File: src/rtl/ps2_kbd_pkg.sv
package ps2_kbd_pkg;

    localparam logic [7:0] CODE_BREAK = 8'hF0;
    localparam logic [7:0] CODE_EXT   = 8'hE0;
    localparam int unsigned FRAME_BITS = 11;

    typedef struct packed {
        logic       valid;
        logic [7:0] code;
        logic       rel;
        logic       ext;
    } key_evt_t;

endpackage

File: src/rtl/ps2_line_cond.sv
module ps2_line_cond #(
    parameter int unsigned FILT_LEN = 8
) (
    input  logic clk,
    input  logic rst_n,
    input  logic ps2_clk_i,
    input  logic ps2_dat_i,
    output logic fall_o,
    output logic dat_o
);

    localparam int unsigned CW = $clog2(FILT_LEN + 1);
    localparam logic [CW-1:0] CNT_LAST = CW'(FILT_LEN - 1);

    // bit 1: clock line, bit 0: data line
    typedef struct packed {
        logic [1:0]    meta;
        logic [1:0]    sync;
        logic          filt;
        logic [CW-1:0] cnt;
        logic          fall;
    } cond_t;

    cond_t cond_d, cond_q;

    always_comb begin
        cond_d      = cond_q;
        cond_d.meta = {ps2_clk_i, ps2_dat_i};
        cond_d.sync = cond_q.meta;
        cond_d.fall = 1'b0;
        if (cond_q.sync[1] == cond_q.filt) begin
            cond_d.cnt = '0;
        end else if (cond_q.cnt == CNT_LAST) begin
            cond_d.cnt  = '0;
            cond_d.filt = cond_q.sync[1];
            cond_d.fall = cond_q.filt & ~cond_q.sync[1];
        end else begin
            cond_d.cnt = cond_q.cnt + 1'b1;
        end
    end

    always_ff @(posedge clk or negedge rst_n) begin
        if (!rst_n) begin
            cond_q.meta <= 2'b11;
            cond_q.sync <= 2'b11;
            cond_q.filt <= 1'b1;
            cond_q.cnt  <= '0;
            cond_q.fall <= 1'b0;
        end else begin
            cond_q <= cond_d;
        end
    end

    assign fall_o = cond_q.fall;
    assign dat_o  = cond_q.sync[0];

endmodule

File: src/rtl/ps2_frame_rx.sv
module ps2_frame_rx
    import ps2_kbd_pkg::*;
#(
    parameter int unsigned TIMEOUT_CYC = 5000
) (
    input  logic       clk,
    input  logic       rst_n,
    input  logic       fall_i,
    input  logic       dat_i,
    output logic       byte_vld_o,
    output logic [7:0] byte_o,
    output logic       err_o
);

    localparam int unsigned TW = $clog2(TIMEOUT_CYC + 1);
    localparam logic [TW-1:0] TMO_LAST = TW'(TIMEOUT_CYC - 1);
    localparam logic [3:0] BIT_LAST = 4'(FRAME_BITS - 1);

    typedef struct packed {
        logic                  busy;
        logic [3:0]            cnt;
        logic [FRAME_BITS-1:0] sh;
        logic [TW-1:0]         tmo;
        logic                  vld;
        logic                  err;
        logic [7:0]            data;
    } rx_t;

    rx_t rx_d, rx_q;
    logic [FRAME_BITS-1:0] sh_next;

    always_comb begin
        rx_d     = rx_q;
        rx_d.vld = 1'b0;
        rx_d.err = 1'b0;
        sh_next  = {dat_i, rx_q.sh[FRAME_BITS-1:1]};
        if (fall_i) begin
            rx_d.sh  = sh_next;
            rx_d.tmo = '0;
            if (!rx_q.busy) begin
                rx_d.busy = 1'b1;
                rx_d.cnt  = 4'd1;
            end else if (rx_q.cnt == BIT_LAST) begin
                rx_d.busy = 1'b0;
                rx_d.cnt  = '0;
                if (!sh_next[0] && sh_next[FRAME_BITS-1] && (^sh_next[9:1])) begin
                    rx_d.vld  = 1'b1;
                    rx_d.data = sh_next[8:1];
                end else begin
                    rx_d.err = 1'b1;
                end
            end else begin
                rx_d.cnt = rx_q.cnt + 4'd1;
            end
        end else if (rx_q.busy) begin
            if (rx_q.tmo == TMO_LAST) begin
                rx_d.busy = 1'b0;
                rx_d.cnt  = '0;
                rx_d.tmo  = '0;
            end else begin
                rx_d.tmo = rx_q.tmo + 1'b1;
            end
        end
    end

    always_ff @(posedge clk or negedge rst_n) begin
        if (!rst_n) begin
            rx_q <= '0;
        end else begin
            rx_q <= rx_d;
        end
    end

    assign byte_vld_o = rx_q.vld;
    assign byte_o     = rx_q.data;
    assign err_o      = rx_q.err;

endmodule

File: src/rtl/ps2_event_fsm.sv
module ps2_event_fsm
    import ps2_kbd_pkg::*;
(
    input  logic     clk,
    input  logic     rst_n,
    input  logic     byte_vld_i,
    input  logic [7:0] byte_i,
    input  logic     err_i,
    output key_evt_t evt_o
);

    typedef struct packed {
        logic     rel;
        logic     ext;
        key_evt_t evt;
    } ev_t;

    ev_t ev_d, ev_q;

    always_comb begin
        ev_d     = ev_q;
        ev_d.evt = '0;
        if (err_i) begin
            ev_d.rel = 1'b0;
            ev_d.ext = 1'b0;
        end else if (byte_vld_i) begin
            if (byte_i == CODE_BREAK) begin
                ev_d.rel = 1'b1;
            end else if (byte_i == CODE_EXT) begin
                ev_d.ext = 1'b1;
            end else begin
                ev_d.evt.valid = 1'b1;
                ev_d.evt.code  = byte_i;
                ev_d.evt.rel   = ev_q.rel;
                ev_d.evt.ext   = ev_q.ext;
                ev_d.rel       = 1'b0;
                ev_d.ext       = 1'b0;
            end
        end
    end

    always_ff @(posedge clk or negedge rst_n) begin
        if (!rst_n) begin
            ev_q <= '0;
        end else begin
            ev_q <= ev_d;
        end
    end

    assign evt_o = ev_q.evt;

endmodule

File: src/rtl/ps2_key_decoder.sv
module ps2_key_decoder
    import ps2_kbd_pkg::*;
#(
    parameter int unsigned CLK_HZ     = 50_000_000,
    parameter int unsigned TIMEOUT_US = 100,
    parameter int unsigned FILT_LEN   = 8
) (
    input  logic       clk,
    input  logic       rst_n,
    input  logic       ps2_clk_i,
    input  logic       ps2_dat_i,
    output logic       key_valid_o,
    output logic [7:0] key_code_o,
    output logic       key_release_o,
    output logic       key_ext_o,
    output logic       frame_err_o
);

    localparam int unsigned TIMEOUT_CYC = (CLK_HZ / 1_000_000) * TIMEOUT_US;

    logic       fall;
    logic       dat;
    logic       byte_vld;
    logic [7:0] byte_val;
    logic       err;
    key_evt_t   evt;

    ps2_line_cond #(
        .FILT_LEN (FILT_LEN)
    ) u_cond (
        .clk       (clk),
        .rst_n     (rst_n),
        .ps2_clk_i (ps2_clk_i),
        .ps2_dat_i (ps2_dat_i),
        .fall_o    (fall),
        .dat_o     (dat)
    );

    ps2_frame_rx #(
        .TIMEOUT_CYC (TIMEOUT_CYC)
    ) u_rx (
        .clk        (clk),
        .rst_n      (rst_n),
        .fall_i     (fall),
        .dat_i      (dat),
        .byte_vld_o (byte_vld),
        .byte_o     (byte_val),
        .err_o      (err)
    );

    ps2_event_fsm u_evt (
        .clk        (clk),
        .rst_n      (rst_n),
        .byte_vld_i (byte_vld),
        .byte_i     (byte_val),
        .err_i      (err),
        .evt_o      (evt)
    );

    assign key_valid_o   = evt.valid;
    assign key_code_o    = evt.code;
    assign key_release_o = evt.rel;
    assign key_ext_o     = evt.ext;
    assign frame_err_o   = err;

endmodule

File: config.mk
export PLATFORM = sky130hd
export DESIGN_NAME = ps2_key_decoder
export DESIGN_NICKNAME = d
export VERILOG_FILES = /design/src/rtl/ps2_kbd_pkg.sv /design/src/rtl/ps2_line_cond.sv /design/src/rtl/ps2_frame_rx.sv /design/src/rtl/ps2_event_fsm.sv /design/src/rtl/ps2_key_decoder.sv
export SDC_FILE = /design/constraint.sdc
export NUM_CORES = 1
export LEC_CHECK = 0
export BUFFER_PORTS_ARGS = -buffer_cell sky130_fd_sc_hd__clkbuf_2
export CORE_ASPECT_RATIO = 1.75
export CORE_MARGIN = 8
export CORE_UTILIZATION = 30
export DETAILED_ROUTE_END_ITERATION = 16
export SYNTH_ARGS = -nofsm -noshare
export SYNTH_HDL_FRONTEND = slang
export SYNTH_SLANG_ARGS = --single-unit
File: constraint.sdc
create_clock -name clk -period 4.3 [get_ports clk]
set_input_delay 0.43 -clock clk [delete_from_list [all_inputs] [get_ports clk]]
set_output_delay 0.43 -clock clk [all_outputs]
set_load 0.03 [all_outputs]
==> results.toml, run 1 <==
[floorplan]
io_pins = 16
die_x_um = 88.2
die_y_um = 142
rows = 46
die-area_um2 = 12500
start_util_pct = 30.5
core_um2 = 8980

[global_routing]
antenna_found_initial = 0
grt_remaining_overflow = 0
grt_max_degree = 38
grt_use_total_pct = 8.89
grt_pass1_vias = 1783
grt_pass1_wl_mm = 8.39

[setup_path]
required_ns = 4.51
worstPathMaxFanout = 22
r2r_cells = 4
crit_type = "reg -> reg"
endpoint_kind = "register"
critPathArrivalTime_ns = 2.36
cp-start-kind = "register"

[synthesis]
syn_nets = 236
ys_seq_elements = 61
ys_seq_area_share_pct = 56.0
synth-async-reset-ratio_pct = 100
avgSynthCellArea_um2 = 12.1
synth_edf_count = 0
yosys.cell_types.count = 44
synth_top_cell_area_share_pct = 51.2
syn_inst = 226
ys.flop_type = "dfrtp_1"
synth_top_cell_by_area = "dfrtp_1"
ys_top_cells_by_area = "dfrtp_1 (51%), mux2_2 (7.8%), dfstp_2 (4.8%)"
syn_area_um2 = 2740
yosysWarnings = 0

[timing]
finalMaxSlewViolations = 0
fin_crit_ns = 2.15
hold_viol = 0
tns_ns = 0
worstMarginPinSlew_ns = 0.918
finClkSkew_ns = 0.00319
slew_headroom_pct = 38.8
whs_ns = 0.182
rsz0062_at_grt = "false"
setup_viol = 0
finalCritPeriodShare_pct = 49.9
fin_ws_ns = 2.15
fmax_mhz = 466

[clock_network]
clock_sinks = 61
cts_inserted_buffers = 9
cts_tree = "yes"
holdBufCountCts = 0
h-tree-depth = 3
clockBufferDepth = 2
clk_latency_ns = 0.33
cts-resized-gates = 0
post_cts_buffers = 0
clk_pin_slew_ns = 0.05
root_buffer = "clkbuf_16"

[route]
drt.antenna.violating_nets = 0
routedWlPerCell_um = 13.2
top_layer_used = "met4"
routed_wl_mm = 4.82
wl_met1_mm = 1.93
route.met3.wl_um = 249
viasPerCell = 4.75
routed-wl-met2_mm = 2.48
vias = 1739
drt-initial-drc-count = 107
drtPass1Iterations = 4
drc = 0

[placed_design]
place_inst = 350
dp_hpwl_mm = 3.36
pre_cts_slack_ns = 2.12
numPortBuffers = 15
place_congestion = 0.787

[power_and_ir_drop]
p_leak_nw = 1.53
ir_drop_uv = 218
powerDensity_nw_per_um2 = 429

[finish]
diodes = 0
nNetsFinal = 251
final_cell_mix = "dfrtp_1 (56), mux2_2 (19), clkbuf_2 (15)"
drive_gt1_share_pct = 25.6
final_common_cell = "dfrtp_1"
final_cells = 366
area.growth.synth_to_final_pct = 17.1
final_util_pct = 35.7

[hold_path]
hold_depth = 1
hp-class = "in -> reg"

[status]
status = "completed"

[run]
cap_violations = 0
## synth_stat cells, drive strengths merged, types with 6 or more instances
cell / n
nor2: 13
dfrtp: 56
nand2: 11
mux2: 19
inv: 9
buf: 11
nand3: 9
and2: 7
a21oi: 6
ha: 6
nand4: 8
and3: 9
## report_power, final
group | internal (mW) | total, mW | switching, mW
clock | 0.480 | 0.730 | 0.250
sequential | 0.592 | 0.603 | 0.0109
combinational | 0.0154 | 0.0411 | 0.0257
total | 1.09 | 1.37 | 0.286
## through the flow
step / power (mW) / area [um^2]
6_report: 1.37 / 3200
5_1_grt: 1.43 / 3200
4_1_cts: 1.40 / 3200
3_5_place_dp: 0.656 / 2890
3_3_place_gp: 0.653 / 2890
2_1_floorplan: 0.634 / 2740
## critical path, stage by stage (launching register included)
cell and delay (ns):
dfrtp_1 0.81, nand2_1 0.33, nor4b_2 0.40, mux2i_4 0.19, mux2_2 0.31
## cell families after synthesis
kind of cell / synth area share, %
compound gates: 8.05
xor+xnor: 4.21
fa+ha+maj: 2.74
flops: 56.0
simple gates: 15.6
buf+inv: 4.03
mux: 9.38
## state kept, by name (all words and copies together) (netlist names), 2 cells and up
name / count
u_cond.cond_d: 2
u_evt.ev_q: 2
u_evt.evt_o: 11
u_rx.rx_q: 28
u_rx.byte_o: 8
u_cond.cond_q: 6
## metal layers
layer | up-vias | global-route usage, %
li1 | 846 | -
met1 | 849 | 9.01
met2 | 31 | 14.5
met3 | 13 | 3.35
met4 | 0 | 6.28
met5 | - | 0
## layout make-up
| cell class | instances | area, um^2 |
|---|---|---|
| repair buffers | 16 | 82.6 |
| clock inverters | 5 | 57.6 |
| inverters | 9 | 33.8 |
| flip-flops and latches | 61 | 1530 |
| well taps | 120 | 150 |
| fillers | 899 | 5780 |
| clock buffers | 11 | 253 |
| multi-input cells | 144 | 1090 |
## final timing paths
path / start / endpoint / slack, ns
worst max-delay path: u_cond.fall_o / u_rx.byte_o[7] / 2.15
worst min-delay path: ps2_clk_i / u_cond.cond_d[7] / 0.18
worst max register to register: u_cond.fall_o / u_rx.byte_o[7] / 2.15
worst min register to register: u_cond.cond_d[7] / u_cond.cond_q[7] / 0.36
max in group asynchronous: rst_n / u_cond.cond_q[5] / 3.15
min in group asynchronous: rst_n / u_rx.rx_q[11] / 0.23
Note: power is estimated with default switching activity, not from simulation.
==> inputs of run 2 (changes only) <==
Settings changed: ABC_AREA set to 1.
Clock period 4.3 ns to 2.2 ns, I/O delays scaled along.
==> run 2 against run 1 <==
Flip-flop and latch count unchanged. Power increased by 100%. Utilization increased by 0.50 points. Area after synthesis increased by 4.1%. Largest power group unchanged.
==> results.toml, run 2 <==
[synthesis]
syn_area_um2 = 2850
syn_inst = 316
ys_top_cells_by_count = "nand2_1 (77), dfrtp_1 (56), inv_1 (45)"
synth-xor-area-share_pct = 4.00
yosys-mux-area-fraction_pct = 0
ys.flop_type = "dfrtp_1"
synthSimpleGateAreaFrac_pct = 23.5
synth_top_cell_by_area = "dfrtp_1"
synth_top_family_by_area = "simple AND/OR/NAND/NOR gates"
synthAdderAreaFrac_pct = 2.64
synth_compound_area_share_pct = 7.03
synth-async-reset-ratio_pct = 100
synth.most_common_cell = "nand2_1"
ys_seq_area_share_pct = 53.8
synth_edf_count = 0
avgSynthCellArea_um2 = 9.01
ys_top_cells_by_area = "dfrtp_1 (49%), nand2_1 (10%), inv_1 (5.9%)"
synth_top_cell_area_share_pct = 49.2
yosysWarnings = 0
syn_nets = 326
yosys.cell_types.count = 32
ys_seq_elements = 61

[placed_design]
dp_hpwl_mm = 3.75
numPortBuffers = 15
place_congestion = 0.835

[finish]
final_cell_mix = "nand2_1 (77), dfrtp_1 (56), inv_1 (45)"
nNetsFinal = 347
fill_cells = 933
seq_area_um2 = 1530
largest_reg_flops = 28
area.growth.synth_to_final_pct = 18.8
drive_gt1_share_pct = 16.1
largest-register = "u_rx.rx_q"
diodes = 0
final_common_cell = "nand2_1"
multi_input_area_um2 = 1060

[clock_network]
clk_latency_ns = 0.32
clockBufferDepth = 2
h-tree-depth = 3
root_buffer = "clkbuf_16"
holdBufCountCts = 3
cts_tree = "yes"
cts-resized-gates = 0
post_cts_buffers = 0
clk_pin_slew_ns = 0.05
clock_sinks = 61
cts_inserted_buffers = 9

[floorplan]
die_x_um = 89.6
rows = 47
die_y_um = 145
start_util_pct = 30.4
io_pins = 16
core_um2 = 9350
die-area_um2 = 13000

[setup_path]
worstPathMaxFanout = 18
r2r_cells = 5
crit_type = "reg -> reg"
required_ns = 2.40
reg2reg_from = "u_cond.fall_o"
r2r_slack_ns = 0.52
critPathLaunch = "u_cond.fall_o"
cp-start-kind = "register"
critPathCapture = "u_rx.byte_o[7]"
critPathArrivalTime_ns = 1.89
reg2reg_to = "u_rx.byte_o[7]"
endpoint_kind = "register"

[timing]
finalMaxSlewViolations = 0
worstMarginPinSlew_ns = 0.488
finClkSkew_ns = 0.00543
hold_viol = 0
setup_viol = 0
whs_ns = 0.354
tns_ns = 0
rsz0062_at_grt = "false"
fin_crit_ns = 1.68
slew_headroom_pct = 67.5
finalCritPeriodShare_pct = 76.5
fmax_mhz = 595

[global_routing]
grt_use_total_pct = 9.08
antenna_found_initial = 0
grt_pass1_vias = 2023
grt_remaining_overflow = 0
grt_max_degree = 24
grt_pass1_wl_mm = 8.97

[route]
drtPass1Iterations = 4
routed_wl_mm = 5.20
vias = 2069
drt-initial-drc-count = 89
viasPerCell = 4.46
drt.antenna.violating_nets = 0
routedWlPerCell_um = 11.2
drc = 0

[power_and_ir_drop]
ir_drop_uv = 492
p_leak_nw = 1.59
powerDensity_nw_per_um2 = 818
total_power_mw = 2.77

[hold_path]
hp-class = "reg -> reg"

[run]
cap_violations = 0

[status]
status = "completed"
[run 2: how the worst min path moves through the flow]
| stage | from | to | cells past startpoint |
|---|---|---|---|
| 6_report | u_cond.cond_d[6] | u_cond.dat_o | 0 |
| 5_1_grt | u_cond.cond_d[6] | u_cond.dat_o | 0 |
| 4_1_cts | u_cond.cond_d[6] | u_cond.dat_o | 0 |
| 3_5_place_dp | rst_n | u_rx.rx_q[32] | 1 |
| 3_3_place_gp | rst_n | u_evt.evt_o[10] | 1 |
| 2_1_floorplan | rst_n | u_cond.cond_q[1] | 0 |
[run 2: area by class of cell]
type / count / share of cell area, %
flip-flops and latches: 61 / 45.3
clock inverters: 4 / 2.07
multi-input cells: 196 / 31.3
well taps: 122 / 4.52
repair buffers: 22 / 4.00
inverters: 47 / 5.22
clock buffers: 12 / 7.59
[run 2: stage by stage]
step | util, % | setup slack [ns] | instances | cell area (um^2)
4_1_cts | 36.2 | 0.487 | 464 | 3380
6_report | 36.2 | 0.518 | 464 | 3380
2_1_floorplan | - | 0.742 | 316 | 2850
5_1_grt | 36.2 | 0.262 | 464 | 3380
3_5_place_dp | 32.3 | 0.504 | 445 | 3020
3_3_place_gp | 32.3 | 0.564 | 445 | 3020
[run 2: critical path, cell delays in order (launching register included)]
cell and delay, ns:
dfrtp_1 0.64, inv_2 0.20, nor3_4 0.41, nand3_4 0.16, nand2_1 0.10, nand2_1 0.05
[run 2: power by group]
part	total, mW	switching (mW)	internal, mW
clock	1.51	0.458	1.05
sequential	1.18	0.0187	1.16
combinational	0.0844	0.0551	0.0293
total	2.77	0.532	2.23
[run 2: per-layer routing]
metal / wire, um / global-route usage, % / vias up / share of wire [%]
li1: - / - / 1049 / -
met1: 2110 / 9.59 / 981 / 41
met2: 2680 / 15.3 / 28 / 52
met3: 244 / 2.43 / 11 / 4.7
met4: 155 / 5.73 / 0 / 3.0
met5: 0 / 0 / - / 0
[run 2: logic make-up after synthesis]
kind of cell	count (synthesis)
AND/OR/NAND/NOR	141
flip-flops	61
buffers and inverters	59
AO/OA/AOI/OAI	36
XOR/XNOR	13
adder cells (fa/ha/maj)	6
==> inputs of run 3 (changes only) <==
Settings changed: ABC_AREA 1 to 0.
Clock period 2.2 ns to 1.7 ns, I/O delays scaled along.
==> run 3 against run 2 <==
Routed wire length is 8.6% higher. Power is 29% higher. First-iteration DRC count shrank 29%. Largest cell class unchanged. Sequential share of layout area shrank 2.7 points. Fmax is 7.0% lower. Sequential power grew 29%. The flow now finishes with violations (negative setup slack). Clock skew hardly changed. Combinational power rose by 62%. Worst setup slack got worse by 0.63 ns.
==> results.toml, run 3 (synthesis gave the netlist of run 1 again) <==
[placed_design]
pre_cts_slack_ns = -0.169
dp_hpwl_mm = 4.05
place_congestion = 0.894
numPortBuffers = 15

[timing]
setup_viol = 8
worstMarginPinSlew_ns = 0.543
finalMaxSlewViolations = 0
hold_viol = 0
fin_ws_ns = -0.108
fmax_mhz = 553
fin_crit_ns = 1.81
tns_ns = -0.826
slew_headroom_pct = 63.7
rsz0062_at_grt = "true"
whs_ns = 0.336
finClkSkew_ns = 0.00560
finalCritPeriodShare_pct = 106

[power_and_ir_drop]
intPower_mw = 2.84
netSwitchingPower_mw = 0.720
powerDensity_nw_per_um2 = 989
pwr-share-comb_pct = 3.9
swShare_pct = 20.2
p_clk_share_pct = 53.4
p_leak_nw = 1.76
total_power_mw = 3.56
power_frac_seq_pct = 42.8
ir_drop_uv = 491

[route]
drt.antenna.violating_nets = 0
drc = 0
route.met3.wl_um = 275
vias = 1944
viasPerCell = 4.73
routedWlPerCell_um = 13.7
routed_wl_mm = 5.65
wl_met1_mm = 2.08
top_layer_used = "met4"
drtPass1Iterations = 5
routed-wl-met2_mm = 3.14
drt-initial-drc-count = 63

[setup_path]
path_buf_inv = 1
required_ns = 1.91
slowest_stage = "xnor3_2"
crit_type = "reg -> reg"
crit_family = "XOR/XNOR gates"
r2r_slack_ns = -0.11
crit_chain = "xnor2_1, xnor3_2, mux2i_4, buf_12, mux2_2"
cpPeakStageDelay_ns = 0.48
critPathArrivalTime_ns = 2.02
endpoint_kind = "register"
reg2reg_from = "u_rx.rx_q[29]"
worstPathMaxFanout = 9
cp-start-kind = "register"
critPathLaunch = "u_rx.rx_q[29]"

[global_routing]
grt_remaining_overflow = 0
grt_pass1_wl_mm = 9.42
grt_max_degree = 40
grt_use_total_pct = 10.1
grt_pass1_vias = 2039
antenna_found_initial = 0

[finish]
largest-register = "u_rx.rx_q"
area.growth.synth_to_final_pct = 31.6
final_common_cell = "dfrtp_1"
drive_gt1_share_pct = 37.5
diodes = 0
nNetsFinal = 296
largest_reg_flops = 28
final_cell_mix = "dfrtp_1 (54), buf_4 (41), mux2_2 (19)"

[hold_path]
hp-class = "in -> async"

[status]
status = "finished, violations left"
failed_checks = "negative setup slack"

[clock_network]
cts_inserted_buffers = 9
clockBufferDepth = 2
clk_latency_ns = 0.33
clock_sinks = 61
h-tree-depth = 3
clk_pin_slew_ns = 0.05
cts_tree = "yes"
root_buffer = "clkbuf_16"

[floorplan]
io_pins = 16
rows = 46
die_y_um = 142
die-area_um2 = 12500
start_util_pct = 30.5
die_x_um = 88.2
core_um2 = 8980

[run]
cap_violations = 0
-- run 3: layout make-up --
type | instances | area [um^2]
clock inverters | 4 | 72.6
clock buffers | 12 | 236
well taps | 120 | 150
multi-input cells | 144 | 1120
fillers | 901 | 5380
repair buffers | 61 | 453
inverters | 9 | 33.8
flip-flops and latches | 61 | 1540
-- run 3: power by group through the flow --
stage / logic (mW) / registers (mW) / clock network (mW)
finish: 0.137 / 1.52 / 1.90
global route: 0.159 / 1.53 / 2.01
CTS: 0.141 / 1.52 / 1.94
detailed placement: 0.133 / 1.55 / 0
global placement: 0.128 / 1.54 / 0
floorplan: 0.0615 / 1.54 / 0
-- run 3: final timing paths --
kind / endpoint / cells past startpoint
hold / removal: u_rx.rx_q[35] / 2
setup / recovery: u_rx.byte_o[1] / 5
max in group asynchronous: u_cond.cond_d[7] / 3
hold reg to reg: u_cond.cond_q[7] / 0
min in group clk: u_cond.cond_q[7] / 0
setup reg to reg: u_rx.byte_o[1] / 5
-- run 3: per-stage QoR --
stage	cell area, um^2	instances	util, %
after floorplan	2740	226	-
after global placement	3200	388	35.7
after detailed placement	3200	388	35.7
after CTS	3570	408	39.7
after global routing	3600	411	40.1
final	3600	411	40.1
-- run 3: per-layer routing --
metal  global-route usage (%)  up-vias
met5                        0        -
met4                     6.64        0
met3                     3.18       10
met2                     17.6       49
met1                     9.78      953
li1                         -      932
-- run 3: repair_timing --
item                                    4_1_cts  5_1_grt
gates resized for setup                       4        3
setup buffers                                 1        3
hold endpoints to repair                     16        0
pin swaps                                     2        3
hold buffers                                  3        0
endpoints found under the setup margin       18       14
-- run 3: worst register-to-register path: stages, from the launching register on --
cell     delay (ns)
dfrtp_1        0.38
xnor2_1        0.15
xnor3_2        0.48
mux2i_4        0.21
buf_12         0.15
mux2_2         0.33
